`src/rtl/pbus_pkg.sv`:
```
package pbus_pkg;

  typedef enum logic [2:0] {
    PH_IDLE,
    PH_SETUP,
    PH_ALE,
    PH_ALE_HOLD,
    PH_TURN,
    PH_STROBE,
    PH_HOLD
  } pbus_phase_e;

  typedef struct packed {
    logic write;
    logic muxed;
    logic moto;
  } pbus_mode_t;

  function automatic int pbus_max(int a, int b);
    return (a > b) ? a : b;
  endfunction

endpackage

```
`src/rtl/pbus_phase_timer.sv`:
```
module pbus_phase_timer #(
  parameter int CNT_W = 4
) (
  input  logic             clk,
  input  logic             rst_n,
  input  logic             load,
  input  logic [CNT_W-1:0] load_val,
  output logic             zero
);

  logic [CNT_W-1:0] cnt_q;

  always_ff @(posedge clk or negedge rst_n) begin
    if (!rst_n) begin
      cnt_q <= '0;
    end else if (load) begin
      cnt_q <= load_val;
    end else if (cnt_q != '0) begin
      cnt_q <= cnt_q - 1'b1;
    end
  end

  assign zero = (cnt_q == '0);

endmodule

```
`src/rtl/pbus_seq.sv`:
```
module pbus_seq
  import pbus_pkg::*;
#(
  parameter int SETUP_CYC    = 3,
  parameter int ALE_CYC      = 2,
  parameter int ALE_HOLD_CYC = 2,
  parameter int TURN_CYC     = 2,
  parameter int STROBE_CYC   = 25,
  parameter int HOLD_CYC     = 4,
  parameter int CNT_W        = 5
) (
  input  logic        clk,
  input  logic        rst_n,
  input  logic        start,
  input  logic        muxed,
  output pbus_phase_e phase,
  output logic        last_cycle
);

  pbus_phase_e      phase_q, phase_d;
  logic             t_load;
  logic [CNT_W-1:0] t_val;
  logic             t_zero;

  function automatic logic [CNT_W-1:0] span(pbus_phase_e p);
    unique case (p)
      PH_SETUP:    return CNT_W'(SETUP_CYC - 1);
      PH_ALE:      return CNT_W'(ALE_CYC - 1);
      PH_ALE_HOLD: return CNT_W'(ALE_HOLD_CYC - 1);
      PH_TURN:     return CNT_W'(TURN_CYC - 1);
      PH_STROBE:   return CNT_W'(STROBE_CYC - 1);
      PH_HOLD:     return CNT_W'(HOLD_CYC - 1);
      default:     return '0;
    endcase
  endfunction

  function automatic pbus_phase_e succ(pbus_phase_e p);
    unique case (p)
      PH_SETUP:    return PH_STROBE;
      PH_ALE:      return PH_ALE_HOLD;
      PH_ALE_HOLD: return PH_TURN;
      PH_TURN:     return PH_STROBE;
      PH_STROBE:   return PH_HOLD;
      default:     return PH_IDLE;
    endcase
  endfunction

  always_comb begin
    phase_d = phase_q;
    t_load  = 1'b0;
    t_val   = '0;
    if (phase_q == PH_IDLE) begin
      if (start) begin
        phase_d = muxed ? PH_ALE : PH_SETUP;
        t_load  = 1'b1;
        t_val   = span(phase_d);
      end
    end else if (t_zero) begin
      phase_d = succ(phase_q);
      t_load  = 1'b1;
      t_val   = span(phase_d);
    end
  end

  always_ff @(posedge clk or negedge rst_n) begin
    if (!rst_n) phase_q <= PH_IDLE;
    else        phase_q <= phase_d;
  end

  pbus_phase_timer #(.CNT_W(CNT_W)) u_timer (
    .clk      (clk),
    .rst_n    (rst_n),
    .load     (t_load),
    .load_val (t_val),
    .zero     (t_zero)
  );

  assign phase      = phase_q;
  assign last_cycle = (phase_q != PH_IDLE) && t_zero;

endmodule

```
`src/rtl/pbus_pin_drive.sv`:
```
module pbus_pin_drive
  import pbus_pkg::*;
#(
  parameter int ADDR_W = 8,
  parameter int DATA_W = 8
) (
  input  pbus_phase_e       phase,
  input  pbus_mode_t        mode,
  input  logic [ADDR_W-1:0] addr,
  input  logic [DATA_W-1:0] wdata,
  output logic              cs_n,
  output logic              rdn_rw,
  output logic              wrn_ds,
  output logic              ale,
  output logic [ADDR_W-1:0] addr_o,
  output logic [DATA_W-1:0] dout,
  output logic              oe
);

  logic active, strobe, addr_ph, data_ph;

  always_comb begin
    active  = (phase != PH_IDLE);
    strobe  = (phase == PH_STROBE);
    addr_ph = (phase == PH_ALE) || (phase == PH_ALE_HOLD);
    data_ph = mode.write && ((phase == PH_STROBE) || (phase == PH_HOLD));

    cs_n   = !active;
    ale    = (phase == PH_ALE);
    addr_o = (active && !mode.muxed) ? addr : '0;
    oe     = addr_ph || data_ph;
    if (addr_ph)      dout = DATA_W'(addr);
    else if (data_ph) dout = wdata;
    else              dout = '0;

    if (mode.moto) begin
      rdn_rw = active ? !mode.write : 1'b1;
      wrn_ds = !strobe;
    end else begin
      rdn_rw = !(strobe && !mode.write);
      wrn_ds = !(strobe && mode.write);
    end
  end

endmodule

```
`src/rtl/pbus_rsp.sv`:
```
module pbus_rsp #(
  parameter int DATA_W = 8
) (
  input  logic              clk,
  input  logic              rst_n,
  input  logic              capture,
  input  logic [DATA_W-1:0] din,
  input  logic              finish,
  output logic [DATA_W-1:0] rdata,
  output logic              done
);

  always_ff @(posedge clk or negedge rst_n) begin
    if (!rst_n) begin
      rdata <= '0;
      done  <= 1'b0;
    end else begin
      if (capture) rdata <= din;
      done <= finish;
    end
  end

endmodule

```
`src/rtl/pbus_host_ctrl.sv`:
```
module pbus_host_ctrl
  import pbus_pkg::*;
#(
  parameter int ADDR_W       = 8,
  parameter int DATA_W       = 8,
  parameter int SETUP_CYC    = 3,
  parameter int ALE_CYC      = 2,
  parameter int ALE_HOLD_CYC = 2,
  parameter int TURN_CYC     = 2,
  parameter int STROBE_CYC   = 25,
  parameter int HOLD_CYC     = 4
) (
  input  logic              clk,
  input  logic              rst_n,
  input  logic              mux_mode,
  input  logic              moto_mode,
  input  logic              req_valid,
  output logic              req_ready,
  input  logic              req_write,
  input  logic [ADDR_W-1:0] req_addr,
  input  logic [DATA_W-1:0] req_wdata,
  output logic              rsp_done,
  output logic [DATA_W-1:0] rsp_rdata,
  output logic              bus_cs_n,
  output logic              bus_rdn_rw,
  output logic              bus_wrn_ds,
  output logic              bus_ale,
  output logic [ADDR_W-1:0] bus_addr,
  output logic [DATA_W-1:0] bus_dout,
  output logic              bus_oe,
  input  logic [DATA_W-1:0] bus_din
);

  localparam int MAX_SPAN = pbus_max(pbus_max(pbus_max(SETUP_CYC, ALE_CYC),
                                              pbus_max(ALE_HOLD_CYC, TURN_CYC)),
                                     pbus_max(STROBE_CYC, HOLD_CYC));
  localparam int CNT_W    = (MAX_SPAN > 1) ? $clog2(MAX_SPAN) : 1;

  pbus_phase_e       phase;
  logic              last_cycle;
  logic              accept;
  pbus_mode_t        mode_q;
  logic [ADDR_W-1:0] addr_q;
  logic [DATA_W-1:0] wdata_q;

  assign req_ready = (phase == PH_IDLE);
  assign accept    = req_valid && req_ready;

  always_ff @(posedge clk or negedge rst_n) begin
    if (!rst_n) begin
      mode_q  <= '0;
      addr_q  <= '0;
      wdata_q <= '0;
    end else if (accept) begin
      mode_q  <= '{write: req_write, muxed: mux_mode, moto: moto_mode};
      addr_q  <= req_addr;
      wdata_q <= req_wdata;
    end
  end

  pbus_seq #(
    .SETUP_CYC    (SETUP_CYC),
    .ALE_CYC      (ALE_CYC),
    .ALE_HOLD_CYC (ALE_HOLD_CYC),
    .TURN_CYC     (TURN_CYC),
    .STROBE_CYC   (STROBE_CYC),
    .HOLD_CYC     (HOLD_CYC),
    .CNT_W        (CNT_W)
  ) u_seq (
    .clk        (clk),
    .rst_n      (rst_n),
    .start      (accept),
    .muxed      (mux_mode),
    .phase      (phase),
    .last_cycle (last_cycle)
  );

  pbus_pin_drive #(.ADDR_W(ADDR_W), .DATA_W(DATA_W)) u_pins (
    .phase  (phase),
    .mode   (mode_q),
    .addr   (addr_q),
    .wdata  (wdata_q),
    .cs_n   (bus_cs_n),
    .rdn_rw (bus_rdn_rw),
    .wrn_ds (bus_wrn_ds),
    .ale    (bus_ale),
    .addr_o (bus_addr),
    .dout   (bus_dout),
    .oe     (bus_oe)
  );

  pbus_rsp #(.DATA_W(DATA_W)) u_rsp (
    .clk     (clk),
    .rst_n   (rst_n),
    .capture ((phase == PH_STROBE) && last_cycle && !mode_q.write),
    .din     (bus_din),
    .finish  ((phase == PH_HOLD) && last_cycle),
    .rdata   (rsp_rdata),
    .done    (rsp_done)
  );

endmodule

```
`config.mk`:
```
export PLATFORM = sky130hd
export DESIGN_NAME = pbus_host_ctrl
export DESIGN_NICKNAME = d
export VERILOG_FILES = /design/src/rtl/pbus_pkg.sv /design/src/rtl/pbus_phase_timer.sv /design/src/rtl/pbus_seq.sv /design/src/rtl/pbus_pin_drive.sv /design/src/rtl/pbus_rsp.sv /design/src/rtl/pbus_host_ctrl.sv
export SDC_FILE = /design/constraint.sdc
export NUM_CORES = 1
export LEC_CHECK = 0
export BUFFER_PORTS_ARGS = -buffer_cell sky130_fd_sc_hd__buf_2
export CAP_MARGIN = 20
export CORE_UTILIZATION = 54
export DETAILED_ROUTE_END_ITERATION = 6
export PLACE_DENSITY = 0.81
export SYNTH_ARGS = -nofsm -noshare
export SYNTH_HDL_FRONTEND = slang
export SYNTH_SLANG_ARGS = --single-unit
```
`constraint.sdc`:
```
create_clock -name clk -period 4.49 [get_ports clk]
set_input_delay 0.449 -clock clk [delete_from_list [all_inputs] [get_ports clk]]
set_output_delay 0.449 -clock clk [all_outputs]
set_load 0.02 [all_outputs]
```
# Yosys cells after proc, flatten, opt, wreduce, memory -nomap -nowiden
# Index checks and enable logic that the tools add are counted.
# totals
register_bits	36
word_cells	80
# classes
addsub	1
n_eq_ne	19
mux	23
n_reduce_logical	28
# op_table
operator	count
$pmux W5 S4	2
$eq A3 B3 Y1 const B	9
$mux W5	5
$mux W8	3
$eq A3 B2 Y1 const B	6
$mux W3	5
$pmux W3 S4	1
$eq A3 B1 Y1 const B	3
$logic_and A1 B1 Y1	9
$logic_not A1 Y1	6
$mux W1	6
$reduce_or A3 Y1	2
$logic_not A5 Y1	1
$reduce_bool A5 Y1	1
$sub A5 B1 Y5 const B	1
$reduce_bool A2 Y1	2
$logic_not A3 Y1	1
$logic_or A1 B1 Y1	3
$reduce_bool A3 Y1	1
$mux W2	1
$ne A2 B1 Y1 const B	1
$reduce_and A2 Y1	1
$reduce_or A2 Y1	1

# Longest topological paths before layout
# Gate-level depths: netlist of the first run.
# logic_depth
depth_word	11
ltp_mapped	6
ltp_nobuf	6

# Cells and area by module
# Synthesis of the first run repeated with hierarchy kept, for this count alone.
# hier_totals
hier_cells	173
area_unflattened_um2	2020.7
# modules_own_cells
module	n_inst	cells_per_inst	area_each_um2	seq_area_each_um2
pbus_host_ctrl	1	45	760.7	475.5
pbus_rsp	1	18	356.6	225.2
pbus_pin_drive	1	51	344.1	0.0
pbus_seq	1	32	280.3	75.1
pbus_phase_timer	1	27	279.0	125.1

# Worst setup path after synthesis of the first run
# OpenSTA, ideal clock, no wires.
# synth_path
path_kind	flip-flop to output port
from	register u_seq.phase_q[2] (netlist: u_seq.phase[2])
to	output bus_dout[5]
arrival_time_ns	1.590
required_ns	4.041
slack_ns	2.451
stages_incl_launch_ff	5
n_path_buf	2
path_cell_list	dfrtp_1 > clkbuf_1 > clkbuf_1 > nand3_1 > o21ai_0
# synth_via
elab_chain_len	5
word_cells_on_any_way	9
# synth_lines
element	line_no	source
from (decl)	pbus_seq.sv:20	pbus_phase_e phase_q, phase_d;
from (signal assigned)	pbus_seq.sv:67	else phase_q <= phase_d;
$eq A3 B3 Y1	pbus_pin_drive.sv:26	data_ph = mode.write && ((phase == PH_STROBE) || (phase == PH_HOLD));
$logic_or A1 B1 Y1	pbus_pin_drive.sv:26	
$logic_and A1 B1 Y1	pbus_pin_drive.sv:26	
$mux W8	pbus_pin_drive.sv:33	else if (data_ph) dout = wdata;
$mux W8 (*)	pbus_pin_drive.sv:32	if (addr_ph) dout = DATA_W'(addr);
to (decl)	pbus_host_ctrl.sv:29	output logic [DATA_W-1:0] bus_dout,
# Mark *: on every way between the ends. The rest lies on a longest branch, timed or not.

# Final worst setup path of the first run
# layout_path
from	register u_seq.phase_q[2] (netlist: u_seq.phase[2])
to	output bus_rdn_rw
# layout_via
elab_chain_len	4
word_cells_on_any_way	6
# layout_lines
element	line_no	source
$eq A3 B3 Y1	pbus_pin_drive.sv:24	strobe = (phase == PH_STROBE);
$logic_and A1 B1 Y1	pbus_pin_drive.sv:40	rdn_rw = !(strobe && !mode.write);
$logic_not A1 Y1	pbus_pin_drive.sv:40	
$mux W1 (*)	pbus_pin_drive.sv:36	if (mode.moto) begin
to (decl)	pbus_host_ctrl.sv:25	output logic bus_rdn_rw,
# Marks and branches as above.

==> results of run 1 <==
## worst register-to-register path, cell delays in order (launching register included)
cell and delay, ps:
dfrtp_1 970, nand3b_1 450, nor3_4 480, mux2_2 390
## synthesized netlist by cell type (2+ instances only)
cell type  number
xnor2_1         3
buf_2           2
o22ai_1         8
nor3_1         16
a31oi_1         2
nand3_1        10
o32ai_1         2
dfrtp_1        36
inv_1          14
nand2_1        23
buf_1           2
nor2_1          4
mux2_2         17
clkbuf_1       10
nand2b_1        3
o21ai_0        22
ha_1            2
a21oi_1        10
## stage by stage
stage	hold WS, ps	setup WS (ps)
floorplan	153.4	2452
global placement	490.4	2149
detailed placement	490.9	2128
CTS	193.1	1812
global route	198.9	1557
finish	165.6	1794
## registers in the layout, summed over array words and instances, names as in the netlist
signal               flops
mode_q                   3
u_seq.phase              3
u_seq.u_timer.cnt_q      5
addr_q                   8
u_rsp.done               1
u_rsp.rdata              8
wdata_q                  8
## layout make-up
cell class,instances,area (sq um),share of cell area (%)
Timing Repair Buffer,63,322.8,14.23
Tap cell,44,55.05,2.427
Sequential cell,36,900.9,39.71
Clock buffer,5,37.54,1.655
Multi-Input combinational cell,134,857.1,37.78
Clock inverter,3,42.54,1.875
Inverter,14,52.55,2.317
## final timing paths
check	depth (start not counted)	startpoint	end	slack (ps)
setup reg to reg	3	u_seq.phase[2]$_DFFE_PN0P_	u_rsp.rdata[2]$_DFFE_PN0P_	2090
max in group asynchronous	1	rst_n	wdata_q[2]$_DFFE_PN0N_	3830
hold reg to reg	1	wdata_q[0]$_DFFE_PN0N_	wdata_q[0]$_DFFE_PN0N_	520
min in group clk	3	req_addr[3]	addr_q[3]$_DFFE_PN0N_	290
hold / removal	1	rst_n	addr_q[3]$_DFFE_PN0N_	170
setup / recovery	4	u_seq.phase[2]$_DFFE_PN0P_	bus_rdn_rw	1790
## power by group
part | switching (mW) | leakage [nW] | internal, mW
Clock | 0.112 | 0.0412 | 0.116
Sequential | 0.183 | 0.443 | 0.459
Combinational | 0.434 | 0.631 | 0.317
## cells by family after synthesis
group | synth area share (%)
XOR/XNOR | 1.880
AO/OA/AOI/OAI | 14.63
adder cells (fa/ha/maj) | 1.342
buffers and inverters | 6.175
AND/OR/NAND/NOR | 17.38
flip-flops | 48.32
multiplexers | 10.27
## layout by cell type (no fill, tap or decap), types with 2 or more instances in the layout
master / n
a21oi_1: 10
a31oi_1: 2
buf_2: 60
buf_4: 3
clkbuf_4: 5
dfrtp_1: 36
ha_1: 2
inv_1: 14
mux2_2: 17
nand2_1: 23
nand2b_1: 3
nand3_1: 10
nor2_1: 4
nor3_1: 16
o21ai_0: 22
o22ai_1: 8
o32ai_1: 2
xnor2_1: 3
## routing by layer
| metal | global-route usage [%] | vias up | part of all wire [%] |
|---|---|---|---|
| li1 | - | 806 | - |
| met1 | 32.04 | 765 | 46 |
| met2 | 36.11 | 53 | 48 |
| met3 | 7.036 | 6 | 5.0 |
| met4 | 6.818 | 0 | 0.94 |
| met5 | 0 | - | 0 |
==> summary.txt, run 1 <==
Critical path
  – CP Data Arrival Time: 2250 ps
  – CP max FO: 32
  – CP Capture Type: output port
  – Crit path buf inv count: 1
  – Critical Path RT: 4040 ps
  – CP Class: flop to output port
  – Critical-path cell list: nand3b_1, nor3_1, a31oi_1, buf_2
  – CP Launch Type: flop
  – CP top delay family: flip-flops
  – Crit-path max cell delay: 970 ps
  – Slowest CP cell: dfrtp_1

Synthesis
  – Primary FF master, synth: dfrtp_1
  – Syn_nets: 231
  – Yosys top cell by area: dfrtp_1
  – Top area cells in the synthesized netlist: dfrtp_1, mux2_2, o21ai_0
  – Yosys Warn Count: 0
  – Post-synth ARST share: 100.0%
  – Post-synth EDFFs: 0
  – Yosys top cell area share: 48.32%
  – Flop and latch count out of synthesis: 36
  – Cells after synthesis: 199
  – Syn avg cell area: 9.368 sq um
  – Sequential share of the synthesized area: 48.32%
  – Post-synth cell types: 31
  – Cell area after synthesis: 0.001864 sq mm

Cells and area
  – Final Non-Filler Cells: 299
  – # diodes: 0
  – Fraction of layout instances using a drive strength above 1: 35.69%
  – Area grow syn2layout: 21.68%
  – Fin area: 0.002268 sq mm
  – FILL cells: 286
  – Final #Nets: 286
  – Util after Layout: 71.94%

Power
  – Pwr dens: 714.2 mW/mm^2
  – Lkg Pwr: 1.115 nW
  – Peak VDD IR: 331.5 uV
  – Design Power: 1.620 mW

GRT
  – Global-route wire length before repair: 6147 um
  – GR Overflow Total: 0
  – Largest net degree at the start of global routing: 37
  – Initial antenna violation count: 0
  – All-layer global routing usage: 23.37%
  – Vias in the first global route: 1341

Hold path
  – Worst hold path class: input port to asynchronous set/reset pin

Drt
  – Routed vias/inst: 5.452
  – Pre-antenna DRT Iters: 4
  – DR iter-0 viols: 66
  – DRC Markers: 0
  – WL final: 3942 um
  – Vias: 1630
  – WL/cell: 13.18 um
  – Antenna Nets Post-Route: 0

Floorplan
  – Die Height: 60.76 um
  – IO Pins: 61
  – Die area: 0.003691 sq mm
  – Initial core utilization: 59.13%
  – Die W: 60.76 um
  – Site Rows: 20
  – Core area: 0.003153 sq mm

CTS
  – Clk Tree Root Cell: clkbuf_4
  – Clk sinks: 36
  – Clock Path Buffers: 2
  – CTS Hold Bufs: 0
  – TritonCTS buffer count: 5
  – H-tree levels: 2
  – Clk slew on worst S/H paths: 120 ps
  – CTS tree: built
  – Cts repair resizes: 0
  – Clock Latency Late Sink: 350 ps
  – Post-CTS Setup Inserts: 0

Placed design
  – DP Area: 0.002188 sq mm
  – I/O Buffers: 60
  – Dpl cells: 291
  – Final Wtd Congestion: 0.8331
  – HPWL after detailed placement: 2808 um

STA
  – Worst-Margin Slew: 922.2 ps
  – RSZ-0062 raised after global routing: false
  – Max Slew Vio Count: 0
  – Slew HR: 38.52%
  – # setup viols final: 0
  – Fin crit share: 60.05%
  – Setup_tns: 0 ps
  – Tmin final: 2696 ps
  – Final Hold Fails: 0
  – Clock Skews: 13.98 ps
  – Max Fclk: 370.9 MHz

Status
  – Status: complete, no violations

Job
  – Max_cap viols: 0
Note: power is estimated with default switching activity, not from simulation.
==> inputs of run 2 (changes only) <==
--- a/config.mk
+++ b/config.mk
@@ -7,9 +7,9 @@
 export LEC_CHECK = 0
 export BUFFER_PORTS_ARGS = -buffer_cell sky130_fd_sc_hd__buf_2
 export CAP_MARGIN = 20
-export CORE_UTILIZATION = 54
+export CORE_UTILIZATION = 45
 export DETAILED_ROUTE_END_ITERATION = 6
-export PLACE_DENSITY = 0.81
+export PLACE_DENSITY = 0.72
 export SYNTH_ARGS = -nofsm -noshare
 export SYNTH_HDL_FRONTEND = slang
 export SYNTH_SLANG_ARGS = --single-unit
==> constraint.sdc (replaced) <==
create_clock -name clk -period 2.4 [get_ports clk]
set_input_delay 0.24 -clock clk [delete_from_list [all_inputs] [get_ports clk]]
set_output_delay 0.24 -clock clk [all_outputs]
set_load 0.02 [all_outputs]
==> summary.txt, run 2 (synthesis gave the netlist of run 1 again) <==
Critical path
  – CP Capture Type: output port
  – R2R Path End: u_rsp.rdata[3]$_DFFE_PN0P_
  – Critical Path RT: 2160 ps (-1880 ps)
  – Slowest CP cell: dfrtp_1
  – Crit path buf inv count: 2 (+1)
  – Crit-path max cell delay: 760 ps (-210 ps)
  – CP Launch Type: flop
  – Reg2reg setup slack: 320 ps (-1770 ps)
  – Critical-path cell list: nand3b_1, buf_4, nor3_1, a31oi_1, buf_2
  – CP max FO: 21 (-34%)
  – Reg2Reg Depth: 5 (+2)
  – CP top delay family: flip-flops
  – FF-to-FF Start: u_seq.u_timer.cnt_q[0]$_DFFE_PN0P_
  – CP Class: flop to output port
  – CP Data Arrival Time: 1880 ps (-370 ps)

Placed design
  – I/O Buffers: 60 (unchanged)
  – HPWL after detailed placement: 3006 um (+7.1%)
  – Final Wtd Congestion: 0.7832 (-6.0%)

Floorplan
  – Die area: 0.004404 sq mm (+19%)
  – Initial core utilization: 46.61% (-13 points)
  – Die W: 66.37 um (+9.2%)
  – Core area: 0.004000 sq mm (+27%)
  – Die Height: 66.37 um (+9.2%)
  – Site Rows: 23 (+15%)
  – IO Pins: 61 (unchanged)

CTS
  – Cts repair resizes: 0 (unchanged)
  – TritonCTS buffer count: 5 (unchanged)
  – Clk sinks: 36 (unchanged)
  – CTS Hold Bufs: 0 (unchanged)
  – Clk slew on worst S/H paths: 70 ps (-50 ps)
  – H-tree levels: 2 (unchanged)
  – Clock Latency Late Sink: 280 ps (-70 ps)
  – Clk Tree Root Cell: clkbuf_8
  – Post-CTS Setup Inserts: 0 (unchanged)
  – Clock Path Buffers: 2 (unchanged)
  – CTS tree: built

Cells and area
  – Most frequent cells in the layout: buf_2, dfrtp_1, nand2_1
  – Storage cell area: 900.9 sq um (unchanged)
  – Area grow syn2layout: 23.96%
  – Most common cell after layout, fill and taps aside: buf_2
  – # diodes: 0 (unchanged)
  – Multi-input logic area: 857.1 sq um (unchanged)
  – Final #Nets: 289 (+1.0%)
  – Top Registers: addr_q x8, u_rsp.rdata x8, wdata_q x8
  – FILL cells: 368 (+29%)
  – Fraction of layout instances using a drive strength above 1: 36.43% (+0.75 points)
  – Util after Layout: 57.77% (-14 points)

Drt
  – WL/cell: 13.45 um (+2.0%)
  – Pre-antenna DRT Iters: 4 (unchanged)
  – Metal2 WL: 2061 um (+9.9%)
  – Met1 wire length: 1817 um (-0.76%)
  – WL final: 4143 um (+5.1%)
  – Vias: 1623 (-0.43%)
  – Antenna Nets Post-Route: 0 (unchanged)
  – DR iter-0 viols: 99 (+50%)
  – Metal3 WL: 217 um (+10%)
  – DRC Markers: 0 (unchanged)
  – Routed vias/inst: 5.269 (-3.3%)
  – Max layer used: met4

Power
  – Int Power: 1.701 mW (+91%)
  – Peak VDD IR: 739.8 uV (+120%)
  – Switching share of power: 44.60% (-0.39 points)
  – Clock network fraction of total power: 14.2% (about the same)
  – Lkg Pwr: 1.138 nW (+2.1%)
  – Reg power frac: 37.1% (-2.5 points)
  – Combinational power share: 48.7% (+2.4 points)
  – P_sw: 1.370 mW (+88%)
  – Pwr dens: 1329 mW/mm^2 (+86%)

STA
  – Tmin final: 2116 ps
  – Worst Hold Slack: 36.63 ps (-129.0 ps)
  – Worst-Margin Slew: 786.2 ps (-136.0 ps)
  – Clock Skews: 5.377 ps (-8.599 ps)
  – Max Slew Vio Count: 0 (unchanged)
  – Final Hold Fails: 0 (unchanged)
  – # setup viols final: 0 (unchanged)
  – Slew HR: 47.58% (+9.1 points)
  – Fin crit share: 88.17%
  – RSZ-0062 raised after global routing: false
  – Max Fclk: 472.6 MHz
  – Setup_tns: 0 ps (unchanged)

GRT
  – Largest net degree at the start of global routing: 37 (unchanged)
  – GR Overflow Total: 0 (unchanged)
  – Global-route wire length before repair: 6630 um (+7.9%)
  – Vias in the first global route: 1439 (+7.3%)
  – All-layer global routing usage: 20.38% (-3.0 points)
  – Initial antenna violation count: 0 (unchanged)

Status
  – Status: complete, no violations

Job
  – Max_cap viols: 0 (unchanged)

Hold path
  – Worst hold path class: input port to asynchronous set/reset pin
-- run 2: cell types whose count changed in the layout (fill, tap and decap cells not counted) --
cell / change
clkbuf_8: +6
clkbuf_4: -5
buf_4: +3
bufinv_16: -1
clkinv_2: +1
clkinvlp_4: -1
-- run 2: cell type report --
type / count / share of cell area, %
well taps: 50 / 2.707
inverters: 14 / 2.274
clock buffers: 6 / 3.573
multi-input cells: 134 / 37.09
repair buffers: 66 / 14.94
flip-flops and latches: 36 / 38.98
clock inverters: 2 / 0.4331
-- run 2: worst max path at each step --
stage | from | to | cells after the start
floorplan | u_seq.u_timer.cnt_q[0]$_DFFE_PN0P_ | u_rsp.rdata[0]$_DFFE_PN0P_ | 5
global placement | u_seq.u_timer.cnt_q[0]$_DFFE_PN0P_ | u_rsp.rdata[6]$_DFFE_PN0P_ | 5
detailed placement | u_seq.u_timer.cnt_q[0]$_DFFE_PN0P_ | u_rsp.rdata[3]$_DFFE_PN0P_ | 5
CTS | u_seq.phase[0]$_DFFE_PN0P_ | bus_rdn_rw | 5
global route | u_seq.phase[0]$_DFFE_PN0P_ | bus_rdn_rw | 5
finish | u_seq.phase[0]$_DFFE_PN0P_ | bus_rdn_rw | 5
-- run 2: per-stage QoR --
stage | power (mW) | worst slack, ps | cell area [sq um] | instances
after global placement | 2.610 | 377.7 | 2218 | 300
final | 3.071 | 283.8 | 2311 | 308
after floorplan | 2.184 | 554.1 | 1864 | 199
after detailed placement | 2.650 | 312.3 | 2218 | 300
after global routing | 3.326 | 87.03 | 2311 | 308
after CTS | 3.088 | 281.8 | 2311 | 308
-- run 2: power groups by stage --
stage / logic [mW] / clock network, mW / registers (mW)
floorplan: 1.16 / 0 / 1.02
global placement: 1.47 / 0 / 1.14
CTS: 1.50 / 0.446 / 1.14
detailed placement: 1.50 / 0 / 1.15
global route: 1.65 / 0.484 / 1.19
finish: 1.50 / 0.437 / 1.14
-- run 2: metal layers --
layer	vias up	GRT usage, %
met3	4	4.138
met4	0	7.979
met5	-	0
met1	766	27.18
met2	42	32.27
li1	811	-
==> inputs of run 3 (changes only) <==
--- a/config.mk
+++ b/config.mk
@@ -7,9 +7,9 @@
 export LEC_CHECK = 0
 export BUFFER_PORTS_ARGS = -buffer_cell sky130_fd_sc_hd__buf_2
 export CAP_MARGIN = 20
-export CORE_UTILIZATION = 45
+export CORE_UTILIZATION = 54
 export DETAILED_ROUTE_END_ITERATION = 6
-export PLACE_DENSITY = 0.72
+export PLACE_DENSITY = 0.81
 export SYNTH_ARGS = -nofsm -noshare
 export SYNTH_HDL_FRONTEND = slang
 export SYNTH_SLANG_ARGS = --single-unit
==> constraint.sdc (replaced) <==
create_clock -name clk -period 2.71 [get_ports clk]
set_input_delay 0.271 -clock clk [delete_from_list [all_inputs] [get_ports clk]]
set_output_delay 0.271 -clock clk [all_outputs]
set_load 0.02 [all_outputs]
==> summary.txt, run 3 (synthesis gave the netlist of run 1 again) <==
CTS
  – H-tree levels: 2 (unchanged)
  – CTS tree: built
  – Clk Tree Root Cell: clkbuf_4
  – Cts repair resizes: 0 (unchanged)
  – Clock Path Buffers: 2 (unchanged)
  – Clk slew on worst S/H paths: 120 ps (+50 ps)
  – Clk sinks: 36 (unchanged)
  – TritonCTS buffer count: 5 (unchanged)
  – Clock Latency Late Sink: 350 ps (+70 ps)
  – Post-CTS Setup Inserts: 0 (unchanged)
  – CTS Hold Bufs: 0 (unchanged)

Cells and area
  – Final #Nets: 289 (unchanged)
  – Final Non-Filler Cells: 302 (-1.9%)
  – Top Registers: addr_q x8, u_rsp.rdata x8, wdata_q x8
  – Most frequent cells in the layout: buf_2, dfrtp_1, nand2_1
  – Most common cell after layout, fill and taps aside: buf_2
  – Area grow syn2layout: 21.88%
  – FILL cells: 277 (-25%)
  – Fraction of layout instances using a drive strength above 1: 36.43% (unchanged)
  – Fin area: 0.002272 sq mm (-1.7%)
  – Multi-input logic area: 857.1 sq um (unchanged)
  – # diodes: 0 (unchanged)
  – Storage cell area: 900.9 sq um (unchanged)

Critical path
  – CP top delay family: flip-flops
  – Crit path buf inv count: 2 (unchanged)
  – R2R Path End: u_rsp.rdata[5]$_DFFE_PN0P_
  – Critical Path RT: 2440 ps (+280 ps)
  – Critical-path cell list: nor3_1, inv_1, a31oi_1, buf_2
  – CP Launch Type: flop
  – CP max FO: 21 (unchanged)
  – CP Capture Type: output port
  – Crit-path max cell delay: 630 ps (-130 ps)
  – Reg2Reg Depth: 3 (-2)
  – CP Class: flop to output port
  – Reg2reg setup slack: 580 ps (+260 ps)
  – CP Data Arrival Time: 2010 ps (+130 ps)
  – Slowest CP cell: dfrtp_1
  – FF-to-FF Start: u_seq.phase[0]$_DFFE_PN0P_

Floorplan
  – Die area: 0.003691 sq mm (-16%)
  – Core area: 0.003153 sq mm (-21%)
  – IO Pins: 61 (unchanged)
  – Die W: 60.76 um (-8.5%)
  – Die Height: 60.76 um (-8.5%)
  – Site Rows: 20 (-13%)
  – Initial core utilization: 59.13% (+13 points)

Status
  – Status: finished, violations left
  – Failing checks: hold timing

Power
  – Lkg Pwr: 1.126 nW (-1.0%)
  – Peak VDD IR: 579.4 uV (-22%)
  – Pwr dens: 1156 mW/mm^2 (-13%)

STA
  – Clock Skews: 15.05 ps (+9.675 ps)
  – Worst Hold Slack: -20.01 ps (-56.63 ps)
  – Slew HR: 49.42% (+1.8 points)
  – Tmin final: 2284 ps
  – Max Fclk: 437.8 MHz
  – Final Hold Fails: 28 (+28)
  – Max Slew Vio Count: 0 (unchanged)
  – Worst-Margin Slew: 758.7 ps (-27.54 ps)
  – Fin crit share: 84.28%
  – Setup_tns: 0 ps (unchanged)
  – # setup viols final: 0 (unchanged)
  – RSZ-0062 raised after global routing: false

Placed design
  – Dpl cells: 294 (-2.0%)
  – DP Area: 0.002211 sq mm (-0.34%)
  – I/O Buffers: 60 (unchanged)
  – Final Wtd Congestion: 0.8766 (+12%)
  – HPWL after detailed placement: 2908 um (-3.2%)

GRT
  – GR Overflow Total: 0 (unchanged)
  – Global-route wire length before repair: 6575 um (-0.83%)
  – All-layer global routing usage: 25.06% (+4.7 points)
  – Largest net degree at the start of global routing: 37 (unchanged)
  – Initial antenna violation count: 0 (unchanged)
  – Vias in the first global route: 1441 (+0.14%)

Drt
  – Vias: 1630 (+0.43%)
  – DR iter-0 viols: 83 (-16%)
  – WL/cell: 13.00 um (-3.4%)
  – Routed vias/inst: 5.397 (+2.4%)
  – DRC Markers: 0 (unchanged)
  – WL final: 3926 um (-5.2%)
  – Pre-antenna DRT Iters: 4 (unchanged)
  – Antenna Nets Post-Route: 0 (unchanged)

Job
  – Max_cap viols: 0 (unchanged)

Hold path
  – Worst hold path class: input port to asynchronous set/reset pin
run 3: layout make-up:
cell class,count,share of cell area [%]
Inverter,14,2.313
Tap cell,44,2.423
Multi-Input combinational cell,134,37.72
Clock inverter,2,0.4405
Clock buffer,6,2.258
Sequential cell,36,39.65
Timing Repair Buffer,66,15.20
run 3: worst max-delay path by stage:
stage	from	end	slack, ps	cells after the start
after floorplan	u_seq.phase[2]$_DFFE_PN0P_	bus_dout[5]	850	4
after CTS	u_seq.phase[0]$_DFFE_PN0P_	bus_rdn_rw	410	4
after detailed placement	u_seq.phase[0]$_DFFE_PN0P_	u_rsp.rdata[5]$_DFFE_PN0P_	620	3
final	u_seq.phase[0]$_DFFE_PN0P_	bus_rdn_rw	430	4
after global placement	u_seq.phase[0]$_DFFE_PN0P_	u_rsp.rdata[0]$_DFFE_PN0P_	660	3
after global routing	u_seq.phase[0]$_DFFE_PN0P_	bus_rdn_rw	250	4
run 3: metal layers:
metal	track usage, %	share of wire [%]	wire (um)	up-vias
li1	-	-	-	813
met1	33.57	46	1788	763
met2	39.09	47	1848	48
met3	7.463	6.0	237	6
met4	8.766	1.3	53	0
met5	0	0	0	-
run 3: stage by stage:
| step | power [mW] | utilization, % | setup slack (ps) |
|---|---|---|---|
| after floorplan | 1.934 | - | 849.5 |
| after global placement | 2.306 | 70.12 | 660.2 |
| after detailed placement | 2.332 | 70.12 | 620.3 |
| after CTS | 2.637 | 72.06 | 407.3 |
| after global routing | 2.861 | 72.06 | 254.6 |
| final | 2.628 | 72.06 | 425.9 |
run 3: power breakdown:
part	internal (mW)	switching, mW	total, mW
registers	0.761	0.232	0.993
logic	0.540	0.793	1.33
clock network	0.123	0.178	0.302
